$ cat config.mk
export PLATFORM = sky130hd
export DESIGN_NAME = stk_addr_seq
export DESIGN_NICKNAME = d
export VERILOG_FILES = /design/src/rtl/stk_pkg.sv /design/src/rtl/stk_ptr_unit.sv /design/src/rtl/stk_pusha_seq.sv /design/src/rtl/stk_addr_seq.sv
export SDC_FILE = /design/constraint.sdc
export NUM_CORES = 2
export LEC_CHECK = 0
export BUFFER_PORTS_ARGS = -buffer_cell sky130_fd_sc_hd__clkbuf_2
export CAP_MARGIN = 20
export CORE_UTILIZATION = 29
export CTS_CLUSTER_DIAMETER = 150
export DETAILED_ROUTE_END_ITERATION = 10
export SLEW_MARGIN = 25
export SYNTH_ARGS = -nofsm -noshare
export SYNTH_HDL_FRONTEND = slang
export SYNTH_SLANG_ARGS = --single-unit
$ cat constraint.sdc
create_clock -name clk -period 13.7 [get_ports clk]
set_input_delay 0.685 -clock clk [delete_from_list [all_inputs] [get_ports clk]]
set_output_delay 0.685 -clock clk [all_outputs]
set_load 0.005 [all_outputs]
$ cat src/rtl/stk_pkg.sv
package stk_pkg;
  localparam int unsigned HALF_W = 16;

  typedef enum logic [1:0] {
    SQ_IDLE  = 2'd0,
    SQ_CHECK = 2'd1,
    SQ_WRITE = 2'd2,
    SQ_FIN   = 2'd3
  } sq_state_e;
endpackage

$ cat src/rtl/stk_ptr_unit.sv
module stk_ptr_unit #(
  parameter int PW = 32
) (
  input  logic [PW-1:0] base,
  input  logic [PW-1:0] sp,
  input  logic [PW-1:0] delta,
  input  logic          wide,
  input  logic          down,
  input  logic          use_new,
  output logic [PW-1:0] nxt_sp,
  output logic [PW-1:0] addr
);
  localparam int HW = stk_pkg::HALF_W;
  localparam int UW = PW - HW;

  logic [PW-1:0] moved;
  logic [PW-1:0] pick;
  logic [PW-1:0] offset;

  always_comb begin
    moved  = down ? (sp - delta) : (sp + delta);
    nxt_sp = wide ? moved : {sp[PW-1:HW], moved[HW-1:0]};
    pick   = use_new ? moved : sp;
    offset = wide ? pick : {{UW{1'b0}}, pick[HW-1:0]};
    addr   = base + offset;
  end
endmodule

$ cat src/rtl/stk_pusha_seq.sv
module stk_pusha_seq #(
  parameter int PW      = 32,
  parameter int DW      = 32,
  parameter int NREG    = 8,
  parameter int SP_SLOT = 4
) (
  input  logic               clk,
  input  logic               rst_n,
  input  logic               start,
  input  logic [PW-1:0]      ss_base,
  input  logic [PW-1:0]      sp_in,
  input  logic               wide,
  input  logic               op32,
  input  logic [NREG*DW-1:0] regs_flat,
  input  logic               chk_done,
  input  logic               chk_ok,
  output logic               busy,
  output logic               chk_req,
  output logic [PW-1:0]      chk_addr,
  output logic [PW-1:0]      chk_len,
  output logic               wr_en,
  output logic [PW-1:0]      wr_addr,
  output logic [DW-1:0]      wr_data,
  output logic [PW-1:0]      wr_sp,
  output logic [2:0]         wr_bytes,
  output logic               done,
  output logic               abort
);
  import stk_pkg::*;
  localparam int IW = (NREG > 1) ? $clog2(NREG) : 1;
  localparam int HW = HALF_W;

  sq_state_e state_q, state_n;
  logic [IW-1:0] idx_q, idx_n;
  logic [PW-1:0] cur_sp_q, cur_sp_n;
  logic [PW-1:0] orig_sp_q, base_q, end_sp_q;
  logic          wide_q, op32_q;
  logic [DW-1:0] regs_q [NREG];
  logic          cap_en;

  logic          chk_req_q, chk_req_n;
  logic [PW-1:0] chk_addr_q, chk_addr_n, chk_len_q, chk_len_n;
  logic          wr_en_q, wr_en_n;
  logic [PW-1:0] wr_addr_q, wr_addr_n, wr_sp_q, wr_sp_n;
  logic [DW-1:0] wr_data_q, wr_data_n;
  logic          done_q, done_n, abort_q, abort_n;

  logic [PW-1:0] step_in, step_q, region;
  logic [PW-1:0] rgn_low_sp, rgn_addr, seq_sp, seq_addr;
  logic [DW-1:0] pick;

  assign step_in = op32 ? PW'(4) : PW'(2);
  assign step_q  = op32_q ? PW'(4) : PW'(2);
  assign region  = step_in * PW'(NREG);
  assign cap_en  = (state_q == SQ_IDLE) && start;

  stk_ptr_unit #(.PW(PW)) u_rgn (
    .base(ss_base), .sp(sp_in), .delta(region), .wide(wide),
    .down(1'b1), .use_new(1'b1), .nxt_sp(rgn_low_sp), .addr(rgn_addr)
  );

  stk_ptr_unit #(.PW(PW)) u_step (
    .base(base_q), .sp(cur_sp_q), .delta(step_q), .wide(wide_q),
    .down(1'b1), .use_new(1'b1), .nxt_sp(seq_sp), .addr(seq_addr)
  );

  always_comb begin
    pick = (idx_q == IW'(SP_SLOT)) ? DW'(orig_sp_q) : regs_q[idx_q];
    if (!op32_q) pick = {{(DW-HW){1'b0}}, pick[HW-1:0]};
  end

  always_comb begin
    state_n    = state_q;
    idx_n      = idx_q;
    cur_sp_n   = cur_sp_q;
    chk_req_n  = 1'b0;
    chk_addr_n = chk_addr_q;
    chk_len_n  = chk_len_q;
    wr_en_n    = 1'b0;
    wr_addr_n  = wr_addr_q;
    wr_data_n  = wr_data_q;
    wr_sp_n    = wr_sp_q;
    done_n     = 1'b0;
    abort_n    = 1'b0;
    unique case (state_q)
      SQ_IDLE: if (start) begin
        state_n    = SQ_CHECK;
        chk_req_n  = 1'b1;
        chk_addr_n = rgn_addr;
        chk_len_n  = region;
        cur_sp_n   = sp_in;
        idx_n      = '0;
      end
      SQ_CHECK: begin
        chk_req_n = 1'b1;
        if (chk_done) begin
          chk_req_n = 1'b0;
          if (chk_ok) state_n = SQ_WRITE;
          else begin
            state_n = SQ_IDLE;
            abort_n = 1'b1;
          end
        end
      end
      SQ_WRITE: begin
        wr_en_n   = 1'b1;
        wr_addr_n = seq_addr;
        wr_sp_n   = seq_sp;
        wr_data_n = pick;
        cur_sp_n  = seq_sp;
        idx_n     = idx_q + IW'(1);
        if (idx_q == IW'(NREG-1)) state_n = SQ_FIN;
      end
      SQ_FIN: begin
        done_n  = 1'b1;
        state_n = SQ_IDLE;
      end
      default: state_n = SQ_IDLE;
    endcase
  end

  always_ff @(posedge clk or negedge rst_n) begin
    if (!rst_n) begin
      state_q    <= SQ_IDLE;
      idx_q      <= '0;
      cur_sp_q   <= '0;
      chk_req_q  <= 1'b0;
      chk_addr_q <= '0;
      chk_len_q  <= '0;
      wr_en_q    <= 1'b0;
      wr_addr_q  <= '0;
      wr_data_q  <= '0;
      wr_sp_q    <= '0;
      done_q     <= 1'b0;
      abort_q    <= 1'b0;
    end else begin
      state_q    <= state_n;
      idx_q      <= idx_n;
      cur_sp_q   <= cur_sp_n;
      chk_req_q  <= chk_req_n;
      chk_addr_q <= chk_addr_n;
      chk_len_q  <= chk_len_n;
      wr_en_q    <= wr_en_n;
      wr_addr_q  <= wr_addr_n;
      wr_data_q  <= wr_data_n;
      wr_sp_q    <= wr_sp_n;
      done_q     <= done_n;
      abort_q    <= abort_n;
    end
  end

  always_ff @(posedge clk or negedge rst_n) begin
    if (!rst_n) begin
      orig_sp_q <= '0;
      base_q    <= '0;
      end_sp_q  <= '0;
      wide_q    <= 1'b0;
      op32_q    <= 1'b0;
    end else if (cap_en) begin
      orig_sp_q <= sp_in;
      base_q    <= ss_base;
      end_sp_q  <= rgn_low_sp;
      wide_q    <= wide;
      op32_q    <= op32;
    end
  end

  for (genvar g = 0; g < NREG; g++) begin : g_slot
    always_ff @(posedge clk or negedge rst_n) begin
      if (!rst_n)      regs_q[g] <= '0;
      else if (cap_en) regs_q[g] <= regs_flat[g*DW +: DW];
    end
  end

  assign busy     = (state_q != SQ_IDLE);
  assign chk_req  = chk_req_q;
  assign chk_addr = chk_addr_q;
  assign chk_len  = chk_len_q;
  assign wr_en    = wr_en_q;
  assign wr_addr  = wr_addr_q;
  assign wr_data  = wr_data_q;
  assign wr_sp    = wr_sp_q;
  assign wr_bytes = op32_q ? 3'd4 : 3'd2;
  assign done     = done_q;
  assign abort    = abort_q;


  chk_excl_wr_chk: assert property (@(posedge clk) disable iff (!rst_n)
    chk_req_q |-> !wr_en_q);

  abort_no_wr_chk: assert property (@(posedge clk) disable iff (!rst_n)
    abort_q |-> (!wr_en_q && !chk_req_q));

  wr_step_chk: assert property (@(posedge clk) disable iff (!rst_n)
    (wr_en_q && $past(wr_en_q)) |->
      (wr_sp_q[HW-1:0] == 16'($past(wr_sp_q[HW-1:0]) - 16'(wr_bytes))));

  done_after_wr_chk: assert property (@(posedge clk) disable iff (!rst_n)
    done_q |-> ($past(wr_en_q) && $past(wr_sp_q) == end_sp_q));
endmodule

$ cat src/rtl/stk_addr_seq.sv
module stk_addr_seq #(
  parameter int PW      = 32,
  parameter int DW      = 32,
  parameter int NREG    = 8,
  parameter int SP_SLOT = 4
) (
  input  logic               clk,
  input  logic               rst_n,
  input  logic [PW-1:0]      ss_base,
  input  logic [PW-1:0]      sp_in,
  input  logic               wide_stack,
  input  logic               op32,
  input  logic               push_req,
  input  logic               pop_req,
  input  logic               pusha_req,
  input  logic [DW-1:0]      push_data,
  input  logic [NREG*DW-1:0] gpr_flat,
  input  logic               chk_done,
  input  logic               chk_ok,
  output logic               ready,
  output logic               chk_req,
  output logic [PW-1:0]      chk_addr,
  output logic [PW-1:0]      chk_len,
  output logic               mem_wr,
  output logic               mem_rd,
  output logic [PW-1:0]      mem_addr,
  output logic [DW-1:0]      mem_wdata,
  output logic [2:0]         mem_size,
  output logic               sp_we,
  output logic [PW-1:0]      sp_out,
  output logic               seq_done,
  output logic               seq_abort
);
  localparam int HW = stk_pkg::HALF_W;

  logic busy;
  logic acc_pusha, acc_push, acc_pop, sg_en;
  logic [PW-1:0] step, sg_sp_n, sg_addr_n;
  logic [DW-1:0] sg_data_n;

  logic          sg_wr_q, sg_rd_q;
  logic [PW-1:0] sg_addr_q, sg_sp_q;
  logic [DW-1:0] sg_data_q;
  logic [2:0]    sg_size_q;

  logic          sq_wr;
  logic [PW-1:0] sq_addr, sq_sp;
  logic [DW-1:0] sq_data;
  logic [2:0]    sq_bytes;

  assign ready     = !busy;
  assign acc_pusha = ready && pusha_req;
  assign acc_push  = ready && push_req && !pusha_req;
  assign acc_pop   = ready && pop_req && !pusha_req && !push_req;
  assign sg_en     = acc_push || acc_pop;
  assign step      = op32 ? PW'(4) : PW'(2);
  assign sg_data_n = op32 ? push_data : {{(DW-HW){1'b0}}, push_data[HW-1:0]};

  stk_ptr_unit #(.PW(PW)) u_single (
    .base(ss_base), .sp(sp_in), .delta(step), .wide(wide_stack),
    .down(!acc_pop), .use_new(!acc_pop), .nxt_sp(sg_sp_n), .addr(sg_addr_n)
  );

  stk_pusha_seq #(.PW(PW), .DW(DW), .NREG(NREG), .SP_SLOT(SP_SLOT)) u_seq (
    .clk(clk), .rst_n(rst_n), .start(acc_pusha), .ss_base(ss_base),
    .sp_in(sp_in), .wide(wide_stack), .op32(op32), .regs_flat(gpr_flat),
    .chk_done(chk_done), .chk_ok(chk_ok), .busy(busy), .chk_req(chk_req),
    .chk_addr(chk_addr), .chk_len(chk_len), .wr_en(sq_wr), .wr_addr(sq_addr),
    .wr_data(sq_data), .wr_sp(sq_sp), .wr_bytes(sq_bytes),
    .done(seq_done), .abort(seq_abort)
  );

  always_ff @(posedge clk or negedge rst_n) begin
    if (!rst_n) begin
      sg_wr_q <= 1'b0;
      sg_rd_q <= 1'b0;
    end else begin
      sg_wr_q <= acc_push;
      sg_rd_q <= acc_pop;
    end
  end

  always_ff @(posedge clk or negedge rst_n) begin
    if (!rst_n) begin
      sg_addr_q <= '0;
      sg_sp_q   <= '0;
      sg_data_q <= '0;
      sg_size_q <= '0;
    end else if (sg_en) begin
      sg_addr_q <= sg_addr_n;
      sg_sp_q   <= sg_sp_n;
      sg_data_q <= acc_push ? sg_data_n : '0;
      sg_size_q <= op32 ? 3'd4 : 3'd2;
    end
  end

  assign mem_wr    = sg_wr_q || sq_wr;
  assign mem_rd    = sg_rd_q;
  assign mem_addr  = sq_wr ? sq_addr  : sg_addr_q;
  assign mem_wdata = sq_wr ? sq_data  : sg_data_q;
  assign mem_size  = sq_wr ? sq_bytes : sg_size_q;
  assign sp_we     = sg_wr_q || sg_rd_q || sq_wr;
  assign sp_out    = sq_wr ? sq_sp    : sg_sp_q;


  rw_excl_chk: assert property (@(posedge clk) disable iff (!rst_n)
    !(mem_wr && mem_rd));

  busy_no_rd_chk: assert property (@(posedge clk) disable iff (!rst_n)
    !ready |=> !mem_rd);

  half_data_chk: assert property (@(posedge clk) disable iff (!rst_n)
    (mem_wr && mem_size == 3'd2) |-> (mem_wdata[DW-1:HW] == '0));
endmodule

After elaboration in Yosys (flattened, before gate mapping)

Cells that the tools add are included.

Bits in registers: 621
Bits in latches: 0
Bits in writable memories: 0
Bits in read-only memories: 0
Input bits: 361
Output and inout port bits: 170
Logic and storage cells: 107
Memories: 0

Add/subtract/negate cells: 8
Multipliers: 0
Divide/modulo/power cells: 0
Magnitude comparators: 1
Equality and inequality tests: 8
Shift-type cells: 0
Multiplexer cells: 39
Bitwise logic cells: 1
Reduce and logical (&&, ||, !) cells: 20

Operator list:

| kind                                                | number |
|---|---|
| 2-to-1 mux 32 bit                                   | 17 |
| adder 32 bit                                        | 4 |
| binary-select mux 32 bit (select 3 bit)             | 1 |
| subtractor 32 bit                                   | 3 |
| case mux 32 bit (2 select lines)                    | 1 |
| 2-to-1 mux 3 bit                                    | 6 |
| 2-to-1 mux 2 bit                                    | 4 |
| case mux 2 bit (4 select lines)                     | 1 |
| logical AND 1 bit                                   | 7 |
| 2-to-1 mux 1 bit                                    | 7 |
| equality test 3 bit, second input constant          | 2 |
| case mux 3 bit (2 select lines)                     | 1 |
| equality test 2 bit, second input constant          | 2 |
| >= comparator 4 bit, second input constant          | 1 |
| logical OR 1 bit                                    | 4 |
| != test 2 x 1 -> 1 bit, second input constant       | 2 |
| NOT 3 -> 4 bit                                      | 1 |
| AND reduction 2 bit                                 | 2 |
| nonzero test 2 bit                                  | 2 |
| adder 3 x 1 -> 3 bit, second input constant         | 1 |
| logical NOT 1 bit                                   | 3 |
| AND reduction 3 bit                                 | 1 |
| equality test 2 x 1 -> 1 bit, second input constant | 1 |
| logical NOT 2 bit                                   | 1 |
| other kinds (2)                                     | 2 |

Longest topological paths before layout

Word-level depth: 9
Mapped depth: 27
Gate-level depth less buffers: 26

Hierarchy

From an unflattened synthesis, not the netlist that was laid out.

Cell total of the unflattened synthesis: 4445
Area, all modules: 38785.9 um^2

By module, submodules not included:

| module                       | times used | cells each | area each (um^2) | seq. area each (um^2) |
|---|---|---|---|---|
| stk_pusha_seq                | 1          | 2283       | 20831.2          | 12311.8 |
| stk_addr_seq                 | 1          | 333        | 4844.6           | 2502.4 |
| stk_ptr_unit at u_single     | 1          | 620        | 4456.8           | 0.0 |
| stk_ptr_unit at u_seq.u_rgn  | 1          | 611        | 4380.5           | 0.0 |
| stk_ptr_unit at u_seq.u_step | 1          | 598        | 4272.8           | 0.0 |

Least setup slack after synthesis

Ideal clock, no wire load.

Path kind: input to register
Start point: input pusha_req
End point: register sg_addr_q[29]
Library setup time: 0.120 ns
Arrival: 6.695 ns
Data required time: 13.580 ns
Slack: 6.885 ns
Stages on the path: 26
Path buffers: 2
Cell sequence: nor3_1 > nand3b_1 > clkbuf_1 > buf_1 > ha_1 > a21oi_1 > nor2_1 > a311o_1 > a21o_1 > a21o_1 > a21o_1 > a21o_1 > a311oi_1 > nor2_1 > mux2_2 > ha_1 > a21o_1 > a21oi_1 > nor3_1 > or3_1 > a311oi_1 > a21oi_1 > o211ai_1 > a21boi_0 > or3_1 > a31o_2

Word-level cells in the longest chain between the ends: 7
Elaborated cells between the ends (all ways): 9
Those cells by class: add/sub: 1; mux: 3; reduce/logical: 5

Ends and longest elaborated chain:

| item                           | RTL line                               | source |
|---|---|---|
| start: declaration             | stk_addr_seq.sv:15                     | `input logic pusha_req,` |
| logical NOT 1 bit *            | stk_addr_seq.sv:53, stk_addr_seq.sv:54 |  |
| logical AND 1 bit (2 in a row) | stk_addr_seq.sv:54                     | `assign acc_pop = ready && pop_req && !pusha_req && !push_req;` |
| 2-to-1 mux 32 bit              | stk_ptr_unit.sv:21                     | `moved = down ? (sp - delta) : (sp + delta);` |
| 2-to-1 mux 32 bit              | stk_ptr_unit.sv:23                     | `pick = use_new ? moved : sp;` |
| 2-to-1 mux 32 bit              | stk_ptr_unit.sv:24                     | `offset = wide ? pick : {{UW{1'b0}}, pick[HW-1:0]};` |
| adder 32 bit                   | stk_ptr_unit.sv:25                     | `addr = base + offset;` |
| end signal: assignment         | stk_addr_seq.sv:90                     | `sg_addr_q <= sg_addr_n;` |
| end: declaration               | stk_addr_seq.sv:42                     | `logic [PW-1:0] sg_addr_q, sg_sp_q;` |

Every way passes the cells marked *; elsewhere a longest branch is shown, timed or not.
A chain may end at the register's enable or synchronous reset.

==> results.cfg <==
[outcome]
outcome = complete, no violations

[drt]
first_iter_violations = 2004
dr.pass1.iters = 8
drc = 0
vias = 27800
ant_nets = 0
wl_per_cell_um = 19.9
via_per_inst = 4.89
wirelength_um = 113000

[grt]
overflow = 0
grt_pass1_vias = 27700
antenna_found_initial = 9
grt_max_degree = 143
grt_pass1_wl_um = 171000
track_usage_pct = 19.3

[yosys]
avgSynthCellArea_sq_um = 8.96
synth_edf_count = 0
ys_warn_count = 0
yosysUniqueCellTypes = 74
synthArstFlopShare_pct = 100
netlist_instances = 3722
synth-seq-area-share_pct = 44.4
ys_ff_latch = 592
ys.flop_type = dfrtp_1
synth_area_sq_um = 33300

[cells_and_area]
syn2layout_area_growth_pct = 19.1
multi_input_area_sq_um = 17500
fin_cells = 5690
drive_gt1_share_pct = 20.4
layout_common_cells = nand2_1, dfrtp_1, clkbuf_2, o21ai_0, ha_1
fill_cells = 11900
fin_nets = 4617
regArea_sq_um = 14800
layout_commonest_cell = nand2_1

[setup_path]
r2r_slack_ns = 5.63
cp-end-kind = register
cp-start-kind = register
crit_required_ns = 14.22
cp_num_buf_inv = 2
cp_max_fo = 60
crit_family = compound AO/OA/AOI/OAI gates
regToRegEndpoint = sg_addr_q[29]
crit_path_top_delay_cell = inv_1
reg2reg_depth = 27
cp_data_arrival_time_ns = 8.59
critPathMaxStageDelay_ns = 0.78
crit_path_frequent_cell = a21o_1
timing_worst_setup_path_type = register to register

[sta]
finalCritPeriodShare_pct = 58.9
fin_worst_skew_ns = 0.0180
hold_viol_final = 0
max_freq_ghz = 0.124
tightest_slew_ns = 1.04
fin_ws_ns = 5.63
finalSetupTns_ns = 0
hold-worst-slack_ns = 0.0982
drv_slew = 0
rsz0062_at_grt = no
final-setup-viol-count = 0
fin_crit_ns = 8.07
relSlewSlack_pct = 30.5

[pwr]
p_leak_uw = 0.0200
finalPower_uw = 9090
ir_drop_uv = 134
powerDensity_nw_per_um2 = 229

[min_path]
hold_path.class = input port to asynchronous set/reset pin

[placement]
io_buffers = 499
place_inst = 5556
place_hpwl_um = 84100
pre_cts_slack_ns = 5.46
place.gp.congestion = 0.917

[cts]
cts_tree = yes
htree_levels = 3
cts_sinks = 592
postCtsHoldBufs = 0
clkLatencyLatePin_ns = 0.65
cts.repair.resized = 0
cts.clk_slew.worst_paths_ns = 0.06
numCtsBuffers = 75
cts_buffer_depth = 3
root_buffer = clkbuf_16
cts_setup_buffers = 0

[run]
drv_cap = 0

[die]
row_count = 124
die_w_um = 341
die_h_um = 341
core_sq_um = 114000
ioPinCount = 531
die-area_sq_um = 116000
initial_core_util_pct = 29.2
flip-flops by register name (all words and copies together), names as in the netlist, named ones only:
name and count:
u_seq.cur_sp_q 32, sg_addr_q 32, u_seq.wr_sp 32, u_seq.chk_addr 32, u_seq.wr_en 1, sg_size_q 2, u_seq.regs_q 256, u_seq.chk_req 1
u_seq.done 1, sg_data_q 32, u_seq.wr_addr 32, u_seq.abort 1, u_seq.idx_q 3, sg_sp_q 32, u_seq.op32_q 1, u_seq.orig_sp_q 32
u_seq.base_q 32, sg_wr_q 1, u_seq.wr_data 32, u_seq.wide_q 1, mem_rd 1, u_seq.chk_len 1, u_seq.state_q 1
area by class of cell:
type	instances	share of cell area (%)
diodes	3	0.0189
clock buffers	101	5.27
clock inverters	30	1.16
inverters	48	0.454
multi-input cells	2868	44.0
flip-flops and latches	592	37.3
well taps	1512	4.76
repair buffers	536	7.04
report_power, final:
part	total [uW]	leakage [uW]	switching, uW	internal, uW
Clock	2060	0.00124	823	1230
Combinational	3910	0.0114	2290	1620
Sequential	3130	0.00740	563	2570
metrics by stage:
stage,area [sq um],utilization [%]
5_1_grt,39700,34.8
3_3_place_gp,37200,32.5
2_1_floorplan,33500,-
4_1_cts,39700,34.8
3_5_place_dp,37200,32.5
6_report,39700,34.8
synth_stat cells, drive strengths merged, types with 6 or more instances:
cell type  number  area (sq um)
and3           13          81.3
a22o           48           420
a221o           9          91.3
or3            18           118
buf            55           332
and2           43           269
o211ai         11          82.6
a21boi         26           195
a31o            8          70.1
nor2           86           323
mux4           64          1440
mux2          100          1130
ha            129          1610
nand3          29           145
clkbuf        189           709
nor4            9          56.3
dfrtp         592         14800
nand2b         23           144
o21bai         11          82.6
o31ai          13          97.6
nor3           33           176
o21a           16           120
fa              6           120
nor3b           7          52.6
xnor2          84           736
a21oi         116           581
nand4          17           106
nand2        1346          5050
nor2b          11          68.8
a31oi          15          93.8
a21o           83           623
xor2           85           744
o21ai         242          1210
o211a           6          60.1
inv            48           180
o311ai         12           105
a211oi         14           105
mux2i          45           450
worst register-to-register path, stage by stage (launching register included):
cell,delay (ns)
dfrtp_1,0.47
nor3_1,0.55
nand3b_1,0.14
buf_4,0.35
inv_1,0.82
nand2_1,0.22
fa_1,0.45
a21oi_1,0.16
nor2_1,0.07
a311o_1,0.49
a21o_1,0.23
a21o_1,0.19
a21o_1,0.18
a21o_1,0.21
a311oi_1,0.29
nor2_1,0.10
mux2_2,0.28
ha_1,0.23
a21o_1,0.19
a21oi_1,0.16
nor3_1,0.06
or3_1,0.37
a311oi_1,0.64
a21oi_1,0.25
o211ai_1,0.20
a21boi_0,0.12
or3_1,0.31
a31o_2,0.23
kinds of logic (layout without fill, tap and decap cells):
logic type / count (synthesis) / count (layout) / share of synthesized area, %
AO/OA/AOI/OAI: 662 / 662 / 12.7
XOR/XNOR: 170 / 170 / 4.51
adder cells (fa/ha/maj): 135 / 135 / 5.20
buffers and inverters: 292 / 715 / 3.66
flip-flops: 592 / 592 / 44.4
multiplexers: 209 / 209 / 9.05
other: 1 / 34 / 0.0112
AND/OR/NAND/NOR: 1661 / 1661 / 20.5
worst max path at each step:
stage,depth (start not counted),end,slack (ns)
2_1_floorplan,26,sg_addr_q[29],6.88
3_3_place_gp,28,sg_addr_q[29],5.48
3_5_place_dp,28,sg_addr_q[29],5.46
4_1_cts,27,sg_addr_q[29],5.69
5_1_grt,27,sg_addr_q[29],5.07
6_report,27,sg_addr_q[29],5.63
per-layer routing:
layer,vias to the layer above,global-route usage (%),part of all wire [%]
li1,13400,-,-
met4,8,5.57,2.5
met1,13400,27.9,47
met3,149,3.24,6.1
met2,878,29.5,44
met5,-,0,0.050
Power figures use the tool's default switching activity.
